$ cat src/rtl/dcr_pkg.sv
package dcr_pkg;

    localparam int SAMPLE_W = 16;

    typedef enum logic [1:0] {
        CLIP_NONE = 2'd0,
        CLIP_HIGH = 2'd1,
        CLIP_LOW  = 2'd2
    } clip_e;

    typedef enum logic [1:0] {
        PATH_IDLE  = 2'd0,
        PATH_TRACK = 2'd1,
        PATH_HOLD  = 2'd2
    } path_e;

endpackage

$ cat src/rtl/dcr_input_trim.sv
module dcr_input_trim #(
    parameter int IN_W  = 18,
    parameter int OUT_W = 16
) (
    input  logic [IN_W-1:0]         raw,
    output logic signed [OUT_W-1:0] sample
);
    // Upper bits (packing, repeated sign) are discarded
    generate
        if (IN_W > OUT_W) begin : g_drop
            logic [IN_W-OUT_W-1:0] unused_hi;
            assign unused_hi = raw[IN_W-1:OUT_W];
            assign sample    = $signed(raw[OUT_W-1:0]);
        end else if (IN_W == OUT_W) begin : g_same
            assign sample = $signed(raw);
        end else begin : g_extend
            assign sample = $signed({{(OUT_W-IN_W){raw[IN_W-1]}}, raw});
        end
    endgenerate
endmodule

$ cat src/rtl/dcr_leaky_avg.sv
module dcr_leaky_avg #(
    parameter int DATA_W  = 16,
    parameter int SHIFT_K = 14
) (
    input  logic                     clk,
    input  logic                     rst,
    input  logic                     upd,
    input  logic signed [DATA_W-1:0] x,
    output logic signed [DATA_W-1:0] est
);
    // One guard bit above the steady-state range of x * 2^K
    localparam int ACC_W = DATA_W + SHIFT_K + 1;

    logic signed [ACC_W-1:0] acc_q;
    logic signed [ACC_W-1:0] acc_d;
    logic signed [ACC_W-1:0] x_ext;
    logic signed [ACC_W-1:0] est_ext;
    logic [ACC_W-DATA_W-1:0] unused_est_hi;

    always_comb begin
        x_ext   = {{(ACC_W-DATA_W){x[DATA_W-1]}}, x};
        est_ext = acc_q >>> SHIFT_K;
        acc_d   = acc_q + x_ext - est_ext;
    end

    assign est           = est_ext[DATA_W-1:0];
    assign unused_est_hi = est_ext[ACC_W-1:DATA_W];

    always_ff @(posedge clk) begin
        if (rst) begin
            acc_q <= '0;
        end else if (upd) begin
            acc_q <= acc_d;
        end
    end
endmodule

$ cat src/rtl/dcr_sat_sub.sv
module dcr_sat_sub
    import dcr_pkg::*;
#(
    parameter int DATA_W = 16
) (
    input  logic signed [DATA_W-1:0] a,
    input  logic signed [DATA_W-1:0] b,
    output logic signed [DATA_W-1:0] y,
    output clip_e                    kind
);
    localparam logic signed [DATA_W-1:0] MAX_V = {1'b0, {(DATA_W-1){1'b1}}};
    localparam logic signed [DATA_W-1:0] MIN_V = {1'b1, {(DATA_W-1){1'b0}}};

    logic signed [DATA_W:0] diff;

    always_comb begin
        diff = {a[DATA_W-1], a} - {b[DATA_W-1], b};
        // Top two bits disagree: the result left the DATA_W range
        if (diff[DATA_W] != diff[DATA_W-1]) begin
            kind = diff[DATA_W] ? CLIP_LOW : CLIP_HIGH;
        end else begin
            kind = CLIP_NONE;
        end
        unique case (kind)
            CLIP_HIGH: y = MAX_V;
            CLIP_LOW:  y = MIN_V;
            default:   y = diff[DATA_W-1:0];
        endcase
    end
endmodule

$ cat src/rtl/dcr_offset_remover.sv
module dcr_offset_remover
    import dcr_pkg::*;
#(
    parameter int IN_W    = 18,
    parameter int DATA_W  = SAMPLE_W,
    parameter int SHIFT_K = 14
) (
    input  logic              clk,
    input  logic              rst,
    input  logic              in_valid,
    input  logic [IN_W-1:0]   in_data,
    input  logic              track_en,
    output logic              out_valid,
    output logic [DATA_W-1:0] out_data,
    output logic              out_clip
);
    logic signed [DATA_W-1:0] x_trim;
    logic signed [DATA_W-1:0] offset_est;
    logic signed [DATA_W-1:0] sub_y;
    clip_e                    sub_kind;
    path_e                    path;
    logic                     acc_upd;

    dcr_input_trim #(.IN_W(IN_W), .OUT_W(DATA_W)) u_trim (
        .raw    (in_data),
        .sample (x_trim)
    );

    // Per-cycle action decode
    always_comb begin
        if (!in_valid)     path = PATH_IDLE;
        else if (track_en) path = PATH_TRACK;
        else               path = PATH_HOLD;
    end

    always_comb begin
        unique case (path)
            PATH_TRACK: acc_upd = 1'b1;
            PATH_HOLD:  acc_upd = 1'b0;
            default:    acc_upd = 1'b0;
        endcase
    end

    dcr_leaky_avg #(.DATA_W(DATA_W), .SHIFT_K(SHIFT_K)) u_avg (
        .clk (clk),
        .rst (rst),
        .upd (acc_upd),
        .x   (x_trim),
        .est (offset_est)
    );

    dcr_sat_sub #(.DATA_W(DATA_W)) u_sub (
        .a    (x_trim),
        .b    (offset_est),
        .y    (sub_y),
        .kind (sub_kind)
    );

    always_ff @(posedge clk) begin
        if (rst) begin
            out_valid <= 1'b0;
            out_data  <= '0;
            out_clip  <= 1'b0;
        end else begin
            out_valid <= in_valid;
            unique case (path)
                PATH_TRACK, PATH_HOLD: begin
                    out_data <= sub_y;
                    out_clip <= (sub_kind != CLIP_NONE);
                end
                default: begin
                    out_data <= out_data;
                    out_clip <= out_clip;
                end
            endcase
        end
    end
endmodule

$ cat config.mk
export PLATFORM = sky130hd
export DESIGN_NAME = dcr_offset_remover
export DESIGN_NICKNAME = d
export VERILOG_FILES = /design/src/rtl/dcr_pkg.sv /design/src/rtl/dcr_input_trim.sv /design/src/rtl/dcr_leaky_avg.sv /design/src/rtl/dcr_sat_sub.sv /design/src/rtl/dcr_offset_remover.sv
export SDC_FILE = /design/constraint.sdc
export NUM_CORES = 1
export LEC_CHECK = 0
export ABC_CLOCK_PERIOD_IN_PS = 3650
export BUFFER_PORTS_ARGS = -buffer_cell sky130_fd_sc_hd__buf_2
export CORE_MARGIN = 2
export CORE_UTILIZATION = 40
export CTS_CLUSTER_SIZE = 8
export DETAILED_ROUTE_END_ITERATION = 8
export PLACE_DENSITY = 0.59
export SLEW_MARGIN = 20
export SYNTH_ARGS = -nofsm -noshare
export SYNTH_HDL_FRONTEND = slang
export SYNTH_SLANG_ARGS = --single-unit
$ cat constraint.sdc
create_clock -name clk -period 3.65 [get_ports clk]
set_clock_uncertainty 0.2 [all_clocks]
set_input_delay 0.365 -clock clk [delete_from_list [all_inputs] [get_ports clk]]
set_output_delay 0.365 -clock clk [all_outputs]
set_load 0.05 [all_outputs]
=== After elaboration in Yosys (flattened, before gate mapping) ===
Cells that the tools add are included.

* Output and inout bits: 18
* Input bits: 22
* Logic and storage cells: 20
* Bits in registers: 49

* Equality and inequality tests: 5
* Mux-type cells: 6
* Add/subtract/negate cells: 3
* Reductions and logical operators: 2

{| class="wikitable"
|+ Operators by type and width
! kind !! number
|-
| $pmux W16 S2 || 1
|-
| $add A31 B16 Y31 || 1
|-
| $sub A31 B17 Y31 || 1
|-
| $sub A16 B16 Y17 || 1
|-
| $mux W2 || 4
|-
| $eq A2 B1 Y1 const B || 2
|-
| $eq A2 B2 Y1 const B || 2
|-
| $reduce_bool A2 Y1 || 1
|-
| $reduce_or A2 Y1 || 1
|-
| $mux W1 || 1
|-
| $ne A1 B1 Y1 || 1
|}

=== Logic depth before layout (Yosys ltp) ===
Gate-level depths: netlist (run 1).

* Word-level depth: 5
* Mapped depth: 16
* Mapped depth without buffers: 15

=== Cells and area by module ===
A second synthesis (run 1) with hierarchy kept.

* Cells, all modules: 747
* Area, all modules: 5,771.8 µm²

{| class="wikitable"
|+ Modules (own cells, without submodules)
! module !! area each (µm²) !! sequential area each (µm²) !! instances !! cells an instance
|-
| dcr_leaky_avg || 3,907.5 || 620.6 || 1 || 509
|-
| dcr_sat_sub || 1,096.1 || 0.0 || 1 || 163
|-
| dcr_offset_remover || 648.1 || 360.3 || 1 || 59
|-
| dcr_input_trim || 120.1 || 0.0 || 1 || 16
|}

=== Worst setup path after synthesis (run 1) ===
OpenSTA, ideal clock, no wires.

* Kind: in2reg
* From: input in_data[15]
* To: register u_avg.acc_q[30]
* Required time: 3.327 ns
* Library setup time: 0.123 ns
* Path slack: -0.280 ns
* Buffers on the path: 1
* Cell stages on the path: 12
* Data arrival time: 3.606 ns
* Cell sequence: inv_1 -> fa_1 -> inv_1 -> ha_1 -> buf_6 -> a21o_1 -> a2111oi_4 -> o221ai_2 -> or4_1 -> a311o_1 -> o221ai_1 -> mux2_1

* Cells in the longest elaborated chain, start to end: 2

{| class="wikitable"
|+ RTL lines
! element !! RTL line !! text
|-
| start: declaration || dcr_offset_remover.sv:11 || <nowiki>input logic [IN_W-1:0] in_data,</nowiki>
|-
| $add A31 B16 Y31 || dcr_leaky_avg.sv:23 || <nowiki>acc_d = acc_q + x_ext - est_ext;</nowiki>
|-
| $sub A31 B17 Y31 || dcr_leaky_avg.sv:23 ||
|-
| end signal: assignment || dcr_leaky_avg.sv:31 || <nowiki>acc_q <= '0;</nowiki>
|-
| end signal: assignment || dcr_leaky_avg.sv:33 || <nowiki>acc_q <= acc_d;</nowiki>
|-
| end: declaration || dcr_leaky_avg.sv:14 || <nowiki>logic signed [ACC_W-1:0] acc_q;</nowiki>
|}

Every way passes these cells.
A chain may end at the register's enable or synchronous reset.

=== Final worst setup path (run 1) ===
* From: register u_avg.acc_q[30]
* To: register u_avg.acc_q[30]

* Cells in the longest elaborated chain, start to end: 2

{| class="wikitable"
|+ RTL lines
! element !! RTL line
|-
| $add A31 B16 Y31 || dcr_leaky_avg.sv:23
|-
| $sub A31 B17 Y31 * || dcr_leaky_avg.sv:23
|}

Every way passes the cells marked *; elsewhere a longest branch is shown, timed or not.

==> results of run 1 <==
==> per-stage QoR <==
step / TNS [ns] / hold WS [ns] / instances / utilization [%]
floorplan: -0.102 / 0.232 / 712 / -
global placement: -0.240 / 0.234 / 981 / 47.9
detailed placement: -0.653 / 0.242 / 981 / 47.9
CTS: 0 / 0.252 / 989 / 49.1
global route: -0.00297 / 0.271 / 990 / 49.4
finish: 0 / 0.248 / 990 / 49.4
==> state kept, by name, summed over array words and instances (netlist names) <==
signal       flops
out_data        16
out_clip         1
u_avg.acc_q     31
out_valid        1
==> worst max-delay path: stages (launching register included) <==
cell,delay (ns)
dfxtp_2,0.38
buf_4,0.18
fa_1,0.49
inv_1,0.05
ha_1,0.32
o21a_1,0.22
o21ai_0,0.25
o221ai_2,0.16
or4_1,0.41
a311o_1,0.28
o221ai_1,0.08
mux2_1,0.34
==> logic make-up (layout without fill, tap and decap cells) <==
kind of cell / after synthesis / count (layout) / share of synthesized area (%)
compound gates: 210 / 210 / 26.1
simple gates: 202 / 202 / 18.2
buf+inv: 144 / 246 / 10.6
fa+ha+maj: 80 / 80 / 22.6
flops: 49 / 49 / 18.0
xor+xnor: 23 / 23 / 3.69
mux: 4 / 4 / 0.780
==> cell type report <==
| cell class | count | area (µm²) |
|---|---|---|
| Tap cell | 176 | 220 |
| Fill cell | 1346 | 6720 |
| Clock inverter | 2 | 17.5 |
| Clock buffer | 6 | 139 |
| Multi-Input combinational cell | 519 | 3950 |
| Timing Repair Buffer | 119 | 813 |
| Inverter | 119 | 450 |
| Sequential cell | 49 | 985 |
==> placed cells by master, fill, tap and decap left out, types with 25 or more instances in the layout <==
master,netlist,routed
o21ai_0,25,25
nor2_1,58,58
buf_2,2,37
ha_1,49,47
fa_1,31,31
inv_1,119,117
a21oi_1,61,61
buf_4,0,81
dfxtp_1,49,46
nand2_1,44,43
==> cells in the mapped netlist, types with 3 or more instances <==
| master | instances | area [µm²] |
|---|---|---|
| or3_1 | 10 | 62.6 |
| nor3_1 | 22 | 110 |
| nand2_1 | 44 | 165 |
| ha_1 | 49 | 613 |
| a21o_2 | 3 | 26.3 |
| dfxtp_1 | 49 | 981 |
| nand2b_1 | 6 | 37.5 |
| inv_1 | 119 | 447 |
| a21o_1 | 17 | 128 |
| xnor2_1 | 12 | 105 |
| nor2b_1 | 8 | 50.1 |
| a211oi_1 | 17 | 128 |
| o21a_1 | 14 | 105 |
| clkbuf_1 | 17 | 63.8 |
| xor2_1 | 11 | 96.3 |
| o21ai_1 | 11 | 55.1 |
| and4_1 | 3 | 26.3 |
| nand3b_1 | 4 | 30.0 |
| nand3_1 | 15 | 75.1 |
| o21ai_0 | 25 | 125 |
| a211o_1 | 3 | 26.3 |
| and3_1 | 7 | 43.8 |
| nor2_1 | 58 | 218 |
| a31oi_1 | 6 | 37.5 |
| nand4_1 | 5 | 31.3 |
| o31ai_1 | 9 | 67.6 |
| a21oi_1 | 61 | 305 |
| fa_1 | 31 | 621 |
| o21bai_1 | 5 | 37.5 |
| o211ai_1 | 5 | 37.5 |
| and2_1 | 5 | 31.3 |
==> metal layers <==
| layer | GRT usage (%) | routed length, µm | vias up |
|---|---|---|---|
| met5 | 0 | 0 | - |
| li1 | - | - | 2667 |
| met1 | 29.8 | 7490 | 2535 |
| met3 | 1.89 | 467 | 26 |
| met2 | 37.5 | 7440 | 109 |
| met4 | 7.63 | 382 | 0 |
==> timing repair <==
item / CTS / global route
setup endpoints to repair: 2 / 14
hold buffers: 0 / 0
resized for setup: 1 / 8
setup buffers: 0 / 1
==> how the worst min path moves through the flow <==
stage	startpoint	to	slack (ns)
floorplan	u_avg.acc_q[10]$_SDFFE_PP0N_	u_avg.acc_q[10]$_SDFFE_PP0N_	0.23
global placement	out_data[13]$_SDFFE_PP0P_	out_data[13]$_SDFFE_PP0P_	0.23
detailed placement	out_data[14]$_SDFFE_PP0P_	out_data[14]$_SDFFE_PP0P_	0.24
CTS	out_data[14]$_SDFFE_PP0P_	out_data[14]$_SDFFE_PP0P_	0.25
global route	u_avg.acc_q[5]$_SDFFE_PP0N_	u_avg.acc_q[5]$_SDFFE_PP0N_	0.27
finish	out_data[14]$_SDFFE_PP0P_	out_data[14]$_SDFFE_PP0P_	0.25
==> impl_metrics.toml, run 1 <==
[sta]
fin_crit_sh_pct = 95.5
rsz0062_at_grt = "yes"
setup_viol = 0
worstMarginPinSlew_ns = 0.707
max-slew-margin-rel_pct = 52.9
hold_violations = 0
drv_slew = 0
fmax_mhz = 287
period_minus_slack_ns = 3.49
setup_slack_ns = 0.163

[final_layout]
synthToLayoutAreaGrowth_pct = 20.5
final_cell_area_um2 = 6570
final_nets = 915
antenna_cells = 0
drive_gt1_share_pct = 19.0

[logic_synthesis]
syn_area_um2 = 5450
ys_ff_latch = 49
synthDistinctLibCells = 74
async_flop_share_pct = 0
synth_seq_area_share_pct = 18.0
ys_warn_count = 0
syn-num-nets = 814
avgSynthCellArea_um2 = 7.66
synth_ff_type = "dfxtp_1"
synth_edf_count = 0
netlist_instances = 712

[die]
std_cell_rows = 42
die-area_um2 = 14600
start_util_pct = 41.0
die-height_um = 121
die_width_um = 121
core_um2 = 13300
ios = 40

[worst_setup_path]
r2r_slack_ns = 0.16
required_ns = 3.65
crit_end = "u_avg.acc_q[30]$_SDFFE_PP0N_"
critical_path.startpoint = "u_avg.acc_q[30]$_SDFFE_PP0N_"
worst-path-max-fanout = 6
worst_setup_path_start_kind = "register"
r2r-end = "u_avg.acc_q[30]$_SDFFE_PP0N_"
r2r_start = "u_avg.acc_q[30]$_SDFFE_PP0N_"
r2r_cells = 11
crit_type = "register to register"
cp.arrival_ns = 3.48
cp-end-kind = "register"

[global_route]
grt_max_degree = 37
grtUsageTotal_pct = 22.2
grt_pass1_wl_um = 25700
grt_pass1_vias = 5196
antenna_found_initial = 0
grt_overflow = 0

[route]
drt_wl_total_um = 15800
initialDrtViolationCount = 325
drc = 0
num_vias = 5337
drt.antenna.violating_nets = 0
avgRoutedWirePerCell_um = 15.9
dr.pass1.iters = 5
vias_per_cell = 5.39

[placement]
io_buffers = 37
place_area_um2 = 6360
gp_congestion = 0.920
hpwl_um = 13100
dpl_worst_slack_ns = -0.212

[min_path]
hold_class = "register to register"
hold_path_depth = 2

[clocking]
cts_buffer_depth = 2
numCtsBuffers = 5
path_clk_slew_ns = 0.08
cts_root_buffer = "clkbuf_16"
cts_tree = "yes"
htree_num_levels = 2
clock_latency_ns = 0.30
cts.sinks = 49

[run_status]
status = "finished clean"

[job]
maxCapViolations = 0
Power of run 1 is not shown: default switching activity piles up to over one toggle a cycle in this logic, so the estimate is an artifact.
==> run 2: changes to the inputs <==
--- a/config.mk
+++ b/config.mk
@@ -5,6 +5,7 @@
 export SDC_FILE = /design/constraint.sdc
 export NUM_CORES = 1
 export LEC_CHECK = 0
+export ABC_AREA = 1
 export ABC_CLOCK_PERIOD_IN_PS = 3650
 export BUFFER_PORTS_ARGS = -buffer_cell sky130_fd_sc_hd__buf_2
 export CORE_MARGIN = 2
==> impl_metrics.toml, run 2 <==
[worst_setup_path]
path_cells = "inv_1, ha_1, or2_0, and2_1, nand2_1, nand2_1, nand3_1, nand3_1, and2_1, ha_1, nor2_1, nor2_1, buf_4, a21oi_1"
crit_path_top_delay_cell = "dfxtp_1"
critical_path.startpoint = "u_avg.acc_q[17]$_SDFFE_PP0N_"
required_ns = 3.67
worst-path-max-fanout = 10
critPathMaxStageDelay_ns = 0.40
r2r_start = "u_avg.acc_q[17]$_SDFFE_PP0N_"
r2r_cells = 14
r2r_slack_ns = 0.55
cp-end-kind = "register"
worst_setup_path_start_kind = "register"
crit_type = "register to register"
cp.arrival_ns = 3.12
r2r-end = "out_data[14]$_SDFFE_PP0P_"

[global_route]
grt_max_degree = 39
grt_overflow = 0
grt_pass1_wl_um = 26700
grtUsageTotal_pct = 21.2
antenna_found_initial = 0
grt_pass1_vias = 5468

[pwr]
p_clk_share_pct = 13.6
leakage_nw = 3.78
combinationalPowerShare_pct = 67.5
p_total_w = 0.00346
p_sw_share_pct = 52.5
power_density_nw_per_um2 = 544
p_sw_w = 0.00182
p_int_w = 0.00164
ir_drop_mv = 0.244
seqPwrFrac_pct = 18.9

[die]
start_util_pct = 40.6
die-area_um2 = 15600
ios = 40
die_width_um = 125
std_cell_rows = 44
die-height_um = 125
core_um2 = 14400

[logic_synthesis]
synth_seq_area_share_pct = 16.8
synth.area.top_cells = "nand2_1, dfxtp_1, inv_1, fa_1, ha_1"
synth_ff_type = "dfxtp_1"
ys_warn_count = 0
syn-num-nets = 1066
async_flop_share_pct = 0
ys_ff_latch = 49
avgSynthCellArea_um2 = 6.05
yosys.area.top_type_share_pct = 16.9
netlist_instances = 964
synth_top_area_cell = "nand2_1"
synth_top_cells_by_count = "nand2_1, inv_1, a21oi_1, nor2_1, nand3_1"
syn_area_um2 = 5830
synthDistinctLibCells = 32
synth_edf_count = 0
yosysMostFrequentCell = "nand2_1"

[placement]
gp_congestion = 0.911
io_buffers = 37
hpwl_um = 13100

[final_layout]
mostFrequentLayoutCell = "nand2_1"
final_nets = 1102
final_cell_mix = "nand2_1, inv_1, a21oi_1"
largest_reg_flops = 31
antenna_cells = 0
regMostFlops = "u_avg.acc_q"
largestRegisters = "u_avg.acc_q: 31 flops, out_data: 16 flops"
drive_gt1_share_pct = 7.59
synthToLayoutAreaGrowth_pct = 9.10

[min_path]
hold_path_depth = 2
hold_class = "register to register"
worstHoldStart = "u_avg.acc_q[0]$_SDFFE_PP0N_"
whs_endpoint = "u_avg.acc_q[0]$_SDFFE_PP0N_"

[sta]
fin_crit_sh_pct = 84.8
worstMarginPinSlew_ns = 0.915
fin_setup_tns_ns = 0
fmax_mhz = 323
drv_slew = 0
hold_violations = 0
setup_viol = 0
rsz0062_at_grt = "no"
max-slew-margin-rel_pct = 38.9
period_minus_slack_ns = 3.10

[clocking]
cts_tree = "yes"
cts_resized = 0
cts_setup_buffers = 0
htree_num_levels = 2
cts_hold_buffers = 0
cts.sinks = 49
cts_buffer_depth = 2
path_clk_slew_ns = 0.07
numCtsBuffers = 5
cts_root_buffer = "clkbuf_16"
clock_latency_ns = 0.29

[route]
avgRoutedWirePerCell_um = 13.4
dr.pass1.iters = 5
vias_per_cell = 4.75
initialDrtViolationCount = 349
drt.antenna.violating_nets = 0
drt_wl_total_um = 15800
drc = 0
num_vias = 5632

[job]
maxCapViolations = 0

[run_status]
status = "finished clean"
run 2: changes by cell type in the layout (fill, tap and decap cells not counted), sizes merged, moves of 18 or more:
cell	delta
nor3	-18
buf	-75
a21oi	+19
inv	+130
nand3	+48
nand2	+225
run 2: layer usage:
metal	wire length, µm	track usage (%)	up-vias	part of all wire [%]
met3	868	2.02	12	5.5
met4	158	3.70	0	1.0
met2	7450	37.0	130	47
li1	-	-	2989	-
met1	7370	28.7	2501	47
met5	0	0	-	0
run 2: cells by family (layout without fill, tap and decap cells):
kind of cell	after synthesis	count (layout)	synth area share, %
compound gates	128	128	11.3
xor+xnor	18	18	2.70
fa+ha+maj	80	80	21.2
buf+inv	264	301	17.3
flops	49	49	16.8
simple gates	425	425	30.7
run 2: critical path, delay by kind of cell (launching register included):
family                   cells  cell delay [ns]
flip-flops                   1             0.40
AND/OR/NAND/NOR              9             1.23
adder cells (fa/ha/maj)      2             0.72
AO/OA/AOI/OAI                1             0.14
buffers and inverters        2             0.33
run 2: area by class of cell:
| cell class | count | area (µm²) |
|---|---|---|
| Tap cell | 184 | 230 |
| Sequential cell | 49 | 981 |
| Fill cell | 1570 | 8010 |
| Clock buffer | 6 | 129 |
| Inverter | 249 | 935 |
| Clock inverter | 2 | 10.0 |
| Multi-Input combinational cell | 651 | 3840 |
| Timing Repair Buffer | 44 | 238 |
run 2: how the worst max path moves through the flow:
stage,to,depth (start not counted)
after floorplan,u_avg.acc_q[27]$_SDFFE_PP0N_,12
after detailed placement,out_data[14]$_SDFFE_PP0P_,18
after global routing,out_data[14]$_SDFFE_PP0P_,14
final,out_data[14]$_SDFFE_PP0P_,14
after CTS,out_data[14]$_SDFFE_PP0P_,14
after global placement,out_data[14]$_SDFFE_PP0P_,18
run 2: power groups by stage:
stage	sequential [W]	combinational, W	clock, W
global route	0.000663	0.00268	0.000509
floorplan	0.000793	0.00164	0
finish	0.000653	0.00234	0.000470
detailed placement	0.000665	0.00233	0
global placement	0.000662	0.00232	0
CTS	0.000653	0.00235	0.000481
run 2: stage by stage:
step | hold WS, ns | cells | utilization (%) | setup slack, ns | cell area (µm²)
4_1_cts | 0.274 | 1185 | 44.3 | 0.558 | 6360
6_report | 0.266 | 1185 | 44.3 | 0.554 | 6360
3_3_place_gp | 0.257 | 1177 | 43.3 | 0.492 | 6220
2_1_floorplan | 0.233 | 964 | - | 0.760 | 5830
3_5_place_dp | 0.263 | 1177 | 43.3 | 0.449 | 6220
5_1_grt | 0.310 | 1185 | 44.3 | 0.325 | 6360
(Power assumes the default switching activity.)
==> run 3: changes to the inputs <==
--- a/config.mk
+++ b/config.mk
@@ -6,13 +6,13 @@
 export NUM_CORES = 1
 export LEC_CHECK = 0
 export ABC_AREA = 1
-export ABC_CLOCK_PERIOD_IN_PS = 3650
+export ABC_CLOCK_PERIOD_IN_PS = 3100
 export BUFFER_PORTS_ARGS = -buffer_cell sky130_fd_sc_hd__buf_2
 export CORE_MARGIN = 2
 export CORE_UTILIZATION = 40
 export CTS_CLUSTER_SIZE = 8
 export DETAILED_ROUTE_END_ITERATION = 8
-export PLACE_DENSITY = 0.59
+export PLACE_DENSITY = 0.57
 export SLEW_MARGIN = 20
 export SYNTH_ARGS = -nofsm -noshare
 export SYNTH_HDL_FRONTEND = slang
==> constraint.sdc (replaced) <==
create_clock -name clk -period 3.1 [get_ports clk]
set_clock_uncertainty 0.2 [all_clocks]
set_input_delay 0.31 -clock clk [delete_from_list [all_inputs] [get_ports clk]]
set_output_delay 0.31 -clock clk [all_outputs]
set_load 0.05 [all_outputs]
==> impl_metrics.toml, run 3 (same netlist as run 2, synthesis figures left out) <==
[run_status]
status = "finished clean"

[final_layout]
final_nets = 1128
antenna_cells = 0
final_cell_mix = "nand2_1, inv_1, a21oi_1"
final_util_pct = 46.3
regMostFlops = "u_avg.acc_q"
multiInputGateArea_um2 = 3870
largest_reg_flops = 31
largestRegisters = "u_avg.acc_q: 31 flops, out_data: 16 flops"
synthToLayoutAreaGrowth_pct = 14.0
drive_gt1_share_pct = 10.8
fillers = 1597
mostFrequentLayoutCell = "nand2_1"
final_cell_area_um2 = 6650
regArea_um2 = 981
instances_no_fill = 1211

[global_route]
grt_overflow = 0
grtUsageTotal_pct = 21.3
grt_pass1_vias = 5377
grt_pass1_wl_um = 26800
grt_max_degree = 39
antenna_found_initial = 0

[sta]
setup_viol = 0
max-slew-margin-rel_pct = 47.4
worstMarginPinSlew_ns = 0.788
drv_slew = 0
fmax_mhz = 342
period_minus_slack_ns = 2.92
hold_violations = 0
fin_crit_sh_pct = 94.3
fin_setup_tns_ns = 0

[placement]
gp_congestion = 0.901
place_inst = 1201
io_buffers = 37
place_area_um2 = 6430
hpwl_um = 13500

[job]
maxCapViolations = 0

[worst_setup_path]
r2r_start = "u_avg.acc_q[17]$_SDFFE_PP0N_"
r2r_slack_ns = 0.18
r2r-end = "u_avg.acc_q[27]$_SDFFE_PP0N_"
required_ns = 3.09
cp-end-kind = "register"
worst_setup_path_start_kind = "register"
cp.arrival_ns = 2.91
r2r_cells = 14
worst-path-max-fanout = 5
crit_type = "register to register"

[clocking]
htree_num_levels = 2
cts_root_buffer = "clkbuf_16"
cts_tree = "yes"
cts.sinks = 49
cts_buffer_depth = 2
clock_latency_ns = 0.30
path_clk_slew_ns = 0.07
numCtsBuffers = 5

[die]
core_um2 = 14400
die_width_um = 125
std_cell_rows = 44
ios = 40
die-height_um = 125
die-area_um2 = 15600
start_util_pct = 40.6

[pwr]
p_total_w = 0.00433
leakage_nw = 3.92
power_density_nw_per_um2 = 652
ir_drop_mv = 0.263

[route]
drt.antenna.violating_nets = 0
drc = 0
avgRoutedWirePerCell_um = 13.4
num_vias = 5675
dr.pass1.iters = 5
initialDrtViolationCount = 257
vias_per_cell = 4.69
drt_wl_total_um = 16200

[min_path]
whs_endpoint = "out_data[15]$_SDFFE_PP0P_"
worstHoldStart = "in_valid"
hold_class = "input port to register"
hold_path_depth = 4
-- run 3: per-layer routing --
layer / up-vias / share of wire, % / track usage (%)
met1: 2526 / 48 / 29.4
met4: 0 / 1.7 / 5.29
met3: 15 / 4.4 / 2.15
met2: 104 / 46 / 35.9
li1: 3030 / - / -
met5: - / 0 / 0
-- run 3: power breakdown --
| group | switching, W | internal (W) |
|---|---|---|
| logic | 0.00191 | 0.00101 |
| registers | 0.0000458 | 0.000722 |
| clock network | 0.000260 | 0.000383 |
-- run 3: worst max path at each step --
stage	startpoint	endpoint	slack [ns]
final	u_avg.acc_q[17]$_SDFFE_PP0N_	u_avg.acc_q[27]$_SDFFE_PP0N_	0.18
after global routing	u_avg.acc_q[14]$_SDFFE_PP0N_	out_data[1]$_SDFFE_PP0P_	-0.008
after CTS	u_avg.acc_q[14]$_SDFFE_PP0N_	out_data[1]$_SDFFE_PP0P_	0.15
after detailed placement	in_data[0]	out_data[8]$_SDFFE_PP0P_	-0.16
after global placement	in_data[0]	out_data[10]$_SDFFE_PP0P_	-0.13
after floorplan	in_data[15]	u_avg.acc_q[27]$_SDFFE_PP0N_	0.27
-- run 3: worst max-delay path, stage by stage, from the launching register on --
cell and delay [ns]:
dfxtp_1 0.37, inv_1 0.09, buf_4 0.16, fa_1 0.51
inv_1 0.04, ha_1 0.36, nand2_1 0.14, nor2_1 0.16
nand2_1 0.11, nor2_1 0.21, nand2_1 0.10, nand3_1 0.09
nand2_1 0.05, nor2_1 0.15, nor2_1 0.06
-- run 3: timing repair --
item	4_1_cts	5_1_grt
setup buffers	0	2
resized for setup	1	11
setup endpoints to repair	11	18
hold buffers	0	0
pin swaps	0	2
-- run 3: area by class of cell --
| type | instances | area share (%) |
|---|---|---|
| Clock buffer | 6 | 1.94 |
| Clock inverter | 2 | 0.584 |
| Inverter | 249 | 14.1 |
| Multi-Input combinational cell | 651 | 58.2 |
| Sequential cell | 49 | 14.8 |
| Tap cell | 184 | 3.46 |
| Timing Repair Buffer | 70 | 6.95 |
-- run 3: through the flow --
step                      setup slack (ns)  hold WS [ns]
after detailed placement            -0.160         0.261
after global routing              -0.00781         0.290
after floorplan                      0.265         0.233
after CTS                            0.153         0.250
final                                0.177         0.254
after global placement              -0.134         0.254
